[src/rtl/bcol_engine.sv]
`timescale 1ns/1ps
module bcol_engine #(
  parameter int GROUP   = 8,
  parameter int ACT_W   = 8,
  parameter int SHIFT_W = 3,
  parameter int ACC_W   = 24
) (
  input  logic                     clk,
  input  logic                     rst_n,
  input  logic                     start,
  input  logic [GROUP*ACT_W-1:0]   act_in,
  input  logic [GROUP-1:0]         sign_in,
  input  logic                     col_valid,
  input  logic [GROUP-1:0]         col_bits,
  input  logic [SHIFT_W-1:0]       col_shift,
  input  logic                     col_last,
  output logic [ACC_W-1:0]         psum_out,
  output logic                     psum_valid
);
  localparam int PROD_W = ACT_W + 1;
  localparam int SUM_W  = PROD_W + $clog2(GROUP);

  logic [GROUP*ACT_W-1:0] act_q;
  logic [GROUP-1:0]       sign_q;

  logic [GROUP-1:0]       s1_bits;
  logic [SHIFT_W-1:0]     s1_shift;
  logic                   s1_v, s1_last;

  logic signed [SUM_W-1:0] s2_sum;
  logic [SHIFT_W-1:0]      s2_shift;
  logic                    s2_v, s2_last;

  logic signed [SUM_W-1:0] prod [GROUP];
  logic signed [SUM_W-1:0] col_sum;
  logic [ACC_W-1:0]        acc;
  logic [ACC_W-1:0]        shifted;

  always_ff @(posedge clk or negedge rst_n) begin
    if (!rst_n) begin
      act_q  <= '0;
      sign_q <= '0;
    end else if (start) begin
      act_q  <= act_in;
      sign_q <= sign_in;
    end
  end

  always_ff @(posedge clk or negedge rst_n) begin
    if (!rst_n) begin
      s1_bits  <= '0;
      s1_shift <= '0;
      s1_v     <= 1'b0;
      s1_last  <= 1'b0;
    end else begin
      s1_bits  <= col_valid ? col_bits : '0;
      s1_shift <= col_shift;
      s1_v     <= col_valid;
      s1_last  <= col_valid & col_last;
    end
  end

  for (genvar g = 0; g < GROUP; g++) begin : g_mul
    logic signed [SUM_W-1:0] a_ext;
    assign a_ext   = SUM_W'($signed(act_q[g*ACT_W +: ACT_W]));
    assign prod[g] = !s1_bits[g] ? '0 : (sign_q[g] ? -a_ext : a_ext);
  end

  always_comb begin
    col_sum = '0;
    for (int g = 0; g < GROUP; g++) col_sum = col_sum + prod[g];
  end

  always_ff @(posedge clk or negedge rst_n) begin
    if (!rst_n) begin
      s2_sum   <= '0;
      s2_shift <= '0;
      s2_v     <= 1'b0;
      s2_last  <= 1'b0;
    end else begin
      s2_sum   <= col_sum;
      s2_shift <= s1_shift;
      s2_v     <= s1_v;
      s2_last  <= s1_last;
    end
  end

  assign shifted = ACC_W'(s2_sum) << s2_shift;

  always_ff @(posedge clk or negedge rst_n) begin
    if (!rst_n) begin
      acc        <= '0;
      psum_valid <= 1'b0;
    end else begin
      if (start)     acc <= '0;
      else if (s2_v) acc <= acc + shifted;
      psum_valid <= s2_v & s2_last;
    end
  end

  assign psum_out = acc;
endmodule


[config.mk]
export PLATFORM = sky130hd
export DESIGN_NAME = bcol_engine
export DESIGN_NICKNAME = d
export VERILOG_FILES = /design/src/rtl/bcol_engine.sv
export SDC_FILE = /design/constraint.sdc
export NUM_CORES = 1
export LEC_CHECK = 0
export CAP_MARGIN = 20
export CORE_UTILIZATION = 55
export CTS_BUF_LIST = sky130_fd_sc_hd__clkbuf_8
export DETAILED_ROUTE_END_ITERATION = 8
export GPL_ROUTABILITY_DRIVEN = 0
export PLACE_DENSITY = 0.87
export SLEW_MARGIN = 40
export SYNTH_ARGS = -nofsm -noshare
export SYNTH_HDL_FRONTEND = slang
export SYNTH_SLANG_ARGS = --single-unit
[constraint.sdc]
create_clock -name clk -period 6.7 [get_ports clk]
set_input_delay 0.67 -clock clk [delete_from_list [all_inputs] [get_ports clk]]
set_output_delay 0.67 -clock clk [all_outputs]
set_load 0.01 [all_outputs]
Word-level counts from Yosys, hierarchy flattened
Cells that the tools add are included.
{ "word_totals": {"input_bits": 88, "output_inout_bits": 25, "word_cells": 51, "ff_bits": 127} }
{ "classes": {"n_shift": 1, "bitwise_logic": 2, "n_reduce_logical": 1, "addsub": 16, "n_mux": 19} }
{ "ops": {"columns": ["operator", "n"], "rows": [
  ["two-way mux 12 bit", 16],
  ["negator 12 bit", 8],
  ["adder 12 bit", 7],
  ["two-way mux 24 bit", 2],
  ["adder 24 bit", 1],
  ["left shift 24 x 3 -> 24 bit", 1],
  ["two-way mux 8 bit", 1],
  ["bitwise AND 1 bit", 2],
  ["nonzero test 2 bit", 1]
]} }

Logic depth before layout (Yosys ltp)
Gate-level depths: netlist (run 1).
{ "logic_depth": {"ltp_word": 10, "mapped_depth": 21, "ltp_nobuf": 21} }

Worst setup path before layout (run 1)
OpenSTA, ideal clock, no wires.
{ "synth_timing": {"path_kind": "reg-to-reg", "from": "reg act_q[59]", "to": "reg s2_sum[11]", "t_arrival_ns": 5.000, "path_buffers": 0, "slack_ns": 1.566, "synth_period_minus_slack_ns": 5.134, "setup_ns": 0.134, "stages_incl_launch_ff": 17, "t_required_ns": 6.566, "cell_sequence": "dfrtp_1 or3_1 or3b_2 nand2_1 xnor2_1 and2_1 fa_1 fa_1 fa_1 inv_1 fa_1 inv_1 ha_1 o21a_1 o41ai_1 o21ai_0 xnor3_1"} }
{ "synth_via": {"elab_chain_len": 4} }
{ "synth_lines": {"columns": ["element", "line_no", "rtl"], "rows": [
  ["from (decl)", "23", "logic [GROUP*ACT_W-1:0] act_q;"],
  ["from (signal assigned)", "44", "act_q <= act_in;"],
  ["negator 12 bit", "66", "assign prod[g] = !s1_bits[g] ? '0 : (sign_q[g] ? -a_ext : a_ext);"],
  ["two-way mux 12 bit * (2 in series)", "66", null],
  ["adder 12 bit *", "71", "for (int g = 0; g < GROUP; g++) col_sum = col_sum + prod[g];"],
  ["via col_sum[11]", "35", "logic signed [SUM_W-1:0] col_sum;"],
  ["to (signal assigned)", "81", "s2_sum <= col_sum;"],
  ["to (decl)", "30", "logic signed [SUM_W-1:0] s2_sum;"]
]} }
The timed path passes the listed nets; every way through them passes the cells marked *.
A chain may end at the register's enable or synchronous reset.

Final worst setup path (run 1)
{ "layout_timing": {"from": "reg act_q[48]", "to": "reg s2_sum[11]"} }
{ "layout_via": {"elab_chain_len": 5} }
{ "layout_lines": {"columns": ["element", "line_no"], "rows": [
  ["negator 12 bit", "66"],
  ["two-way mux 12 bit * (2 in series)", "66"],
  ["adder 12 bit * (2 in series)", "71"],
  ["via col_sum[11]", "35"]
]} }
Marks and branches as above.

==> results.json, run 1 <==
{
  "ir_drop_uv": 222,
  "drtIter0Drc": 536,
  "dr.pass1.iters": 5,
  "tightestPinTransition_ns": 0.748,
  "cts_buffers": 17,
  "cp_slowest_stage_delay_ns": 0.55,
  "async_reset_ff_frac": 1.00,
  "cp.required_ns": 7.02,
  "leakagePower_nw": 5.08,
  "finalHoldViolations": 0,
  "synth_top_family_by_area": "adder cells",
  "drcViolationCount": 0,
  "critPathSlowestCell": "fa_1",
  "synth_nets": 1203,
  "die_x_um": 135,
  "switchingPower_w": 0.00135,
  "grt_pass1_vias": 7552,
  "p_per_area_nw_per_um2": 302,
  "p_int_w": 0.00212,
  "reg2reg_depth": 18,
  "max_freq_mhz": 182,
  "track_usage": 0.250,
  "fillerInstances": 1344,
  "cp_data_arrival_time_ns": 5.80,
  "ys_types": 57,
  "antenna_found_initial": 0,
  "fin_nets": 1298,
  "swShare": 0.389,
  "rsz0062_at_grt": "no",
  "drt_wl_total_mm": 21.2,
  "rrSetupSlack_ns": 1.22,
  "p_comb_frac": 0.497,
  "synthAdderAreaFrac": 0.186,
  "netlist_area_um2": 9780,
  "hold_class": "in2async",
  "core.rowCount": 48,
  "ys_warn_count": 0,
  "clk_pin_slew_ns": 0.07,
  "muxShareOfSynthArea": 0.0955,
  "hpwlAfterDp_mm": 16.6,
  "cts_resized": 0,
  "outcome": "finished, final reports clean",
  "synth_edf_count": 0,
  "die_area_um2": 18300,
  "vias": 7498,
  "ys_seq_area_frac": 0.325,
  "gr-total-overflow": 0,
  "pwr-share-clk": 0.194,
  "fin_setup_tns_ns": 0,
  "layout_commonest_cell": "dfrtp_1",
  "crit_type": "reg2reg",
  "io_buffers": 112,
  "crit_end": "s2_sum[11]",
  "initial_core_util": 0.564,
  "reg2reg_from": "act_q[48]",
  "worstSetupEndpointType": "register",
  "synth-seq-cells": 127,
  "fin_crit_ns": 5.48,
  "cts_buffer_depth": 2,
  "drv_cap": 0,
  "synth-compound-area-share": 0.123,
  "final_cell_mix": "dfrtp_1, clkdlybuf4s50_1, inv_1",
  "avgSynthCellArea_um2": 9.71,
  "boundaryPins": 113,
  "utilization": 0.660,
  "startpoint_type": "register",
  "drv_slew": 0,
  "fp.dieH_um": 135,
  "yosys.area_share.simple": 0.151,
  "synth-xor-area-share": 0.0693,
  "cts_tree": "yes",
  "drive_above_1_share": 0.0934,
  "ctsHoldBuffers": 0,
  "cts_setup_buffers": 0,
  "cts_max_level": 4,
  "grt_first_pass_wirelength_mm": 35.5,
  "cts-root-buf": "clkbuf_8",
  "final.period_utilization": 0.818,
  "vias_per_cell": 5.60,
  "relSlewSlack": 0.501,
  "synth_cells": 1008,
  "clock_latency_ns": 0.45,
  "grt_max_degree": 71,
  "path_common_cell": "fa_1",
  "setup_viol": 0,
  "cp_max_fo": 4,
  "cp-startpoint": "act_q[48]",
  "area_growth_pct": 17.1,
  "worstReg2RegEnd": "s2_sum[11]",
  "drtAntennaViolNets": 0,
  "cp_cell_sequence": "inv_1 -> ha_1 -> or3_1 -> a21boi_0 -> fa_1 -> fa_1 -> fa_1 -> inv_1 -> fa_1 -> inv_1 -> ha_1 -> a21o_1 -> a21oi_1 -> nor2b_1 -> o21a_1 -> o41ai_1 -> o21ai_0 -> xnor3_1",
  "cts.sinks": 127,
  "diodes": 0,
  "fin_worst_skew_ns": 0.00771,
  "wl_per_cell_um": 15.9,
  "ys.flop_type": "dfrtp_1",
  "power_frac_seq": 0.308,
  "core_um2": 17400
}
## power by group through the flow
stage / combinational [W] / sequential (W) / clock (W)
floorplan: 0.00129 / 0.00104 / 0
global placement: 0.00163 / 0.00107 / 0
detailed placement: 0.00170 / 0.00108 / 0
CTS: 0.00172 / 0.00107 / 0.000684
global route: 0.00194 / 0.00109 / 0.000722
finish: 0.00172 / 0.00107 / 0.000673
## worst min-delay path by stage
stage	from	to	slack, ns	depth (start not counted)
6_report	rst_n	psum_out[21]	0.21	1
5_1_grt	rst_n	psum_out[21]	0.24	1
3_3_place_gp	s1_v	s2_v	0.33	0
3_5_place_dp	s1_last	s2_last	0.34	0
4_1_cts	rst_n	psum_out[21]	0.22	1
2_1_floorplan	s1_last	s2_last	0.33	0
## critical path, delay by kind of cell, from the launching register on
family / cells / cell delay, ns
xor+xnor: 1 / 0.37
compound gates: 6 / 1.43
fa+ha+maj: 6 / 2.59
flops: 1 / 0.35
simple gates: 2 / 0.45
buf+inv: 3 / 0.18
## cell families after synthesis
family / Yosys count
compound gates: 184
buf+inv: 132
fa+ha+maj: 107
xor+xnor: 75
simple gates: 297
mux: 86
flops: 127
## synth_stat cells (all sizes together) (4+ instances only)
cell type | count | area [um^2]
o21ai | 66 | 360
o21bai | 9 | 67.6
nor2b | 16 | 100
ha | 43 | 538
dfrtp | 127 | 3180
o21a | 21 | 158
xnor2 | 65 | 569
a21oi | 30 | 150
nor3b | 6 | 45.0
mux2i | 27 | 270
mux2 | 59 | 664
nor2 | 62 | 235
nor4 | 5 | 31.3
nor3 | 19 | 95.1
clkbuf | 33 | 124
o41ai | 5 | 43.8
nand2 | 90 | 338
o31ai | 15 | 113
nand2b | 10 | 62.6
xor2 | 9 | 86.3
or3 | 13 | 86.3
buf | 6 | 22.5
a22o | 4 | 35.0
nand3 | 12 | 60.1
inv | 93 | 349
a211oi | 10 | 75.1
and2 | 51 | 319
o211ai | 4 | 30.0
fa | 64 | 1280
## cell type report
class                      instances  area [um^2]  area share
multi-input combinational        749         6110       0.533
sequential                       127         3180       0.277
timing repair buffer             115         1140      0.0997
inverter                          93          349      0.0305
clock buffer                      23          317      0.0276
tap                              225          282      0.0246
clock inverter                     7         83.8     0.00731
## flip-flops by register name, summed over array words and instances (netlist names)
| register | count |
|---|---|
| psum_valid | 1 |
| s2_sum | 12 |
| s1_bits | 8 |
| act_q | 64 |
| sign_q | 8 |
| psum_out | 24 |
| s1_last | 1 |
| s2_shift | 3 |
| s2_v | 1 |
| s2_last | 1 |
| s1_v | 1 |
| s1_shift | 3 |
## metrics by stage
step	total power [W]	cells	instance area, um^2	setup slack, ns	hold slack [ns]
2_1_floorplan	0.00233	1008	9780	1.57	0.331
4_1_cts	0.00347	1339	11500	1.18	0.221
3_5_place_dp	0.00278	1309	11100	1.19	0.336
3_3_place_gp	0.00270	1309	11100	1.32	0.332
6_report	0.00346	1339	11500	1.22	0.206
5_1_grt	0.00376	1339	11500	0.899	0.238
## layer usage
layer	part of all wire	vias up	track usage
li1	-	3592	-
met4	0.023	0	0.0861
met2	0.51	225	0.443
met3	0.048	41	0.0516
met1	0.42	3640	0.299
met5	0	-	0
Note: power is estimated with default switching activity, not from simulation.
==> run 2: changes to the inputs <==
--- a/config.mk
+++ b/config.mk
@@ -6,7 +6,7 @@
 export NUM_CORES = 1
 export LEC_CHECK = 0
 export CAP_MARGIN = 20
-export CORE_UTILIZATION = 55
+export CORE_UTILIZATION = 53
 export CTS_BUF_LIST = sky130_fd_sc_hd__clkbuf_8
 export DETAILED_ROUTE_END_ITERATION = 8
 export GPL_ROUTABILITY_DRIVEN = 0
==> constraint.sdc (replaced) <==
create_clock -name clk -period 4.8 [get_ports clk]
set_input_delay 0.48 -clock clk [delete_from_list [all_inputs] [get_ports clk]]
set_output_delay 0.48 -clock clk [all_outputs]
set_load 0.01 [all_outputs]
==> results.json, run 2 (same netlist as run 1, synthesis figures left out) <==
{
  "outcome": "complete, but fails checks",
  "failed_checks": "negative setup slack",
  "area_growth_pct": 24.2,
  "ir_drop_uv": 398,
  "worstReg2RegEnd": "s2_sum[11]",
  "dp_slack_ns": -0.272,
  "grtUsageMet1": 0.296,
  "cts-root-buf": "clkbuf_8",
  "final_cell_mix": "dfrtp_1, clkdlybuf4s50_1, nand2_1",
  "utilization": 0.674,
  "met2_usage": 0.452,
  "power_frac_seq": 0.282,
  "cp_data_arrival_time_ns": 5.29,
  "cp.required_ns": 5.14,
  "fin_crit_ns": 4.95,
  "met3_usage": 0.0526,
  "track_usage": 0.258,
  "vias": 7733,
  "diodes": 0,
  "fin_worst_skew_ns": 0.0162,
  "fin_setup_tns_ns": -0.301,
  "dr.pass1.iters": 7,
  "pwr-share-clk": 0.190,
  "crit_type": "reg2reg",
  "cts_max_level": 4,
  "hold_class": "reg2reg",
  "rsz0062_at_grt": "yes",
  "drt_wl_total_mm": 22.9,
  "clock_latency_ns": 0.47,
  "cts.sinks": 127,
  "grt_first_pass_wirelength_mm": 37.4,
  "boundaryPins": 113,
  "drcViolationCount": 0,
  "grt_pass1_vias": 8051,
  "startpoint_type": "register",
  "gr-total-overflow": 0,
  "reg2reg_depth": 17,
  "busiest_layer": "met2",
  "die_x_um": 138,
  "reg2reg_from": "act_q[58]",
  "die_area_um2": 19000,
  "fillerInstances": 1311,
  "io_buffers": 112,
  "p_comb_frac": 0.528,
  "fp.dieH_um": 138,
  "hold_ws_ns": 0.350,
  "vias_per_cell": 5.52,
  "rrSetupSlack_ns": -0.15,
  "tightestPinTransition_ns": 0.701,
  "initial_core_util": 0.543,
  "postLayoutCellArea_um2": 12200,
  "grt_max_degree": 85,
  "min_from": "s1_v",
  "cts_buffer_depth": 2,
  "antenna_found_initial": 0,
  "setup_ws_ns": -0.150,
  "top_register": "act_q",
  "p_int_w": 0.00324,
  "setup_viol": 3,
  "cp_max_fo": 4,
  "regArea_um2": 3180,
  "fin_nets": 1357,
  "drv_cap": 0,
  "drive_above_1_share": 0.173,
  "cts_tree": "yes",
  "wl_per_cell_um": 16.3,
  "cp-startpoint": "act_q[58]",
  "drtAntennaViolNets": 0,
  "worstSetupEndpointType": "register",
  "drv_slew": 0,
  "finalHoldViolations": 0,
  "swShare": 0.384,
  "hpwlAfterDp_mm": 17.5,
  "core.rowCount": 49,
  "p_per_area_nw_per_um2": 432,
  "place_area_um2": 11600,
  "switchingPower_w": 0.00201,
  "drtIter0Drc": 375,
  "clk_pin_slew_ns": 0.07,
  "relSlewSlack": 0.521,
  "leakagePower_nw": 5.41,
  "crit_end": "s2_sum[11]",
  "core_um2": 18000,
  "final.period_utilization": 1.03,
  "largest_reg_flops": 64,
  "max_freq_mhz": 202,
  "cts_buffers": 17,
  "layout_commonest_cell": "dfrtp_1",
  "multi_input_area_um2": 6340
}
## run 2: repair_timing
action / in CTS / in global routing
setup buffers: 1 / 2
hold buffers: 1 / 0
pin swaps: 25 / 13
gates resized for setup: 18 / 24
hold endpoints to repair: 38 / 0
setup endpoints to repair: 4 / 4
## run 2: power by group through the flow
stage / Clock (W) / Sequential [W] / Combinational, W
6_report: 0.00100 / 0.00148 / 0.00277
5_1_grt: 0.00106 / 0.00151 / 0.00310
4_1_cts: 0.00102 / 0.00147 / 0.00270
3_5_place_dp: 0 / 0.00149 / 0.00263
3_3_place_gp: 0 / 0.00148 / 0.00252
2_1_floorplan: 0 / 0.00145 / 0.00186
## run 2: layout make-up
class                           instances  share of cell area
Clock inverter                          9              0.0117
Clock buffer                           20              0.0226
Tap cell                              229              0.0236
Timing Repair Buffer                  174               0.131
Multi-Input combinational cell        749               0.521
Sequential cell                       127               0.261
Inverter                               93              0.0287
## run 2: through the flow
step / cells / power, W
6_report: 1401 / 0.00525
5_1_grt: 1401 / 0.00568
4_1_cts: 1399 / 0.00519
3_5_place_dp: 1368 / 0.00412
3_3_place_gp: 1368 / 0.00400
2_1_floorplan: 1008 / 0.00331
## run 2: critical path: stages (launching register included)
cell and delay (ns):
dfrtp_1 0.43, or3_4 0.38, or3b_4 0.41, nor2_2 0.13, nor3b_2 0.06, o21a_1 0.20
fa_1 0.48, inv_1 0.05, fa_1 0.52, fa_1 0.45, fa_2 0.40, xnor2_2 0.19
xnor2_2 0.13, xnor2_1 0.14, xnor2_1 0.15, xor2_1 0.19, xnor2_1 0.17, xnor3_1 0.35
## run 2: worst min-delay path by stage
stage / endpoint / slack (ns) / cells after the start
2_1_floorplan: act_q[0] / 0.18 / 0
3_3_place_gp: s2_v / 0.33 / 0
3_5_place_dp: s2_v / 0.34 / 0
4_1_cts: s2_v / 0.35 / 0
5_1_grt: s2_v / 0.36 / 0
6_report: s2_v / 0.35 / 0
## run 2: routing by layer
metal,share of wire,vias up,wire length (um)
met1,0.40,3719,9200
met4,0.040,0,920
met2,0.51,243,11600
met5,0,-,0
li1,-,3704,-
met3,0.049,67,1120
==> run 3: changes to the inputs <==
--- a/config.mk
+++ b/config.mk
@@ -5,7 +5,6 @@
 export SDC_FILE = /design/constraint.sdc
 export NUM_CORES = 1
 export LEC_CHECK = 0
-export CAP_MARGIN = 20
 export CORE_UTILIZATION = 53
 export CTS_BUF_LIST = sky130_fd_sc_hd__clkbuf_8
 export DETAILED_ROUTE_END_ITERATION = 8
==> results of run 3 <==
No change in the layout: final DEF, timing and power equal those of run 2.
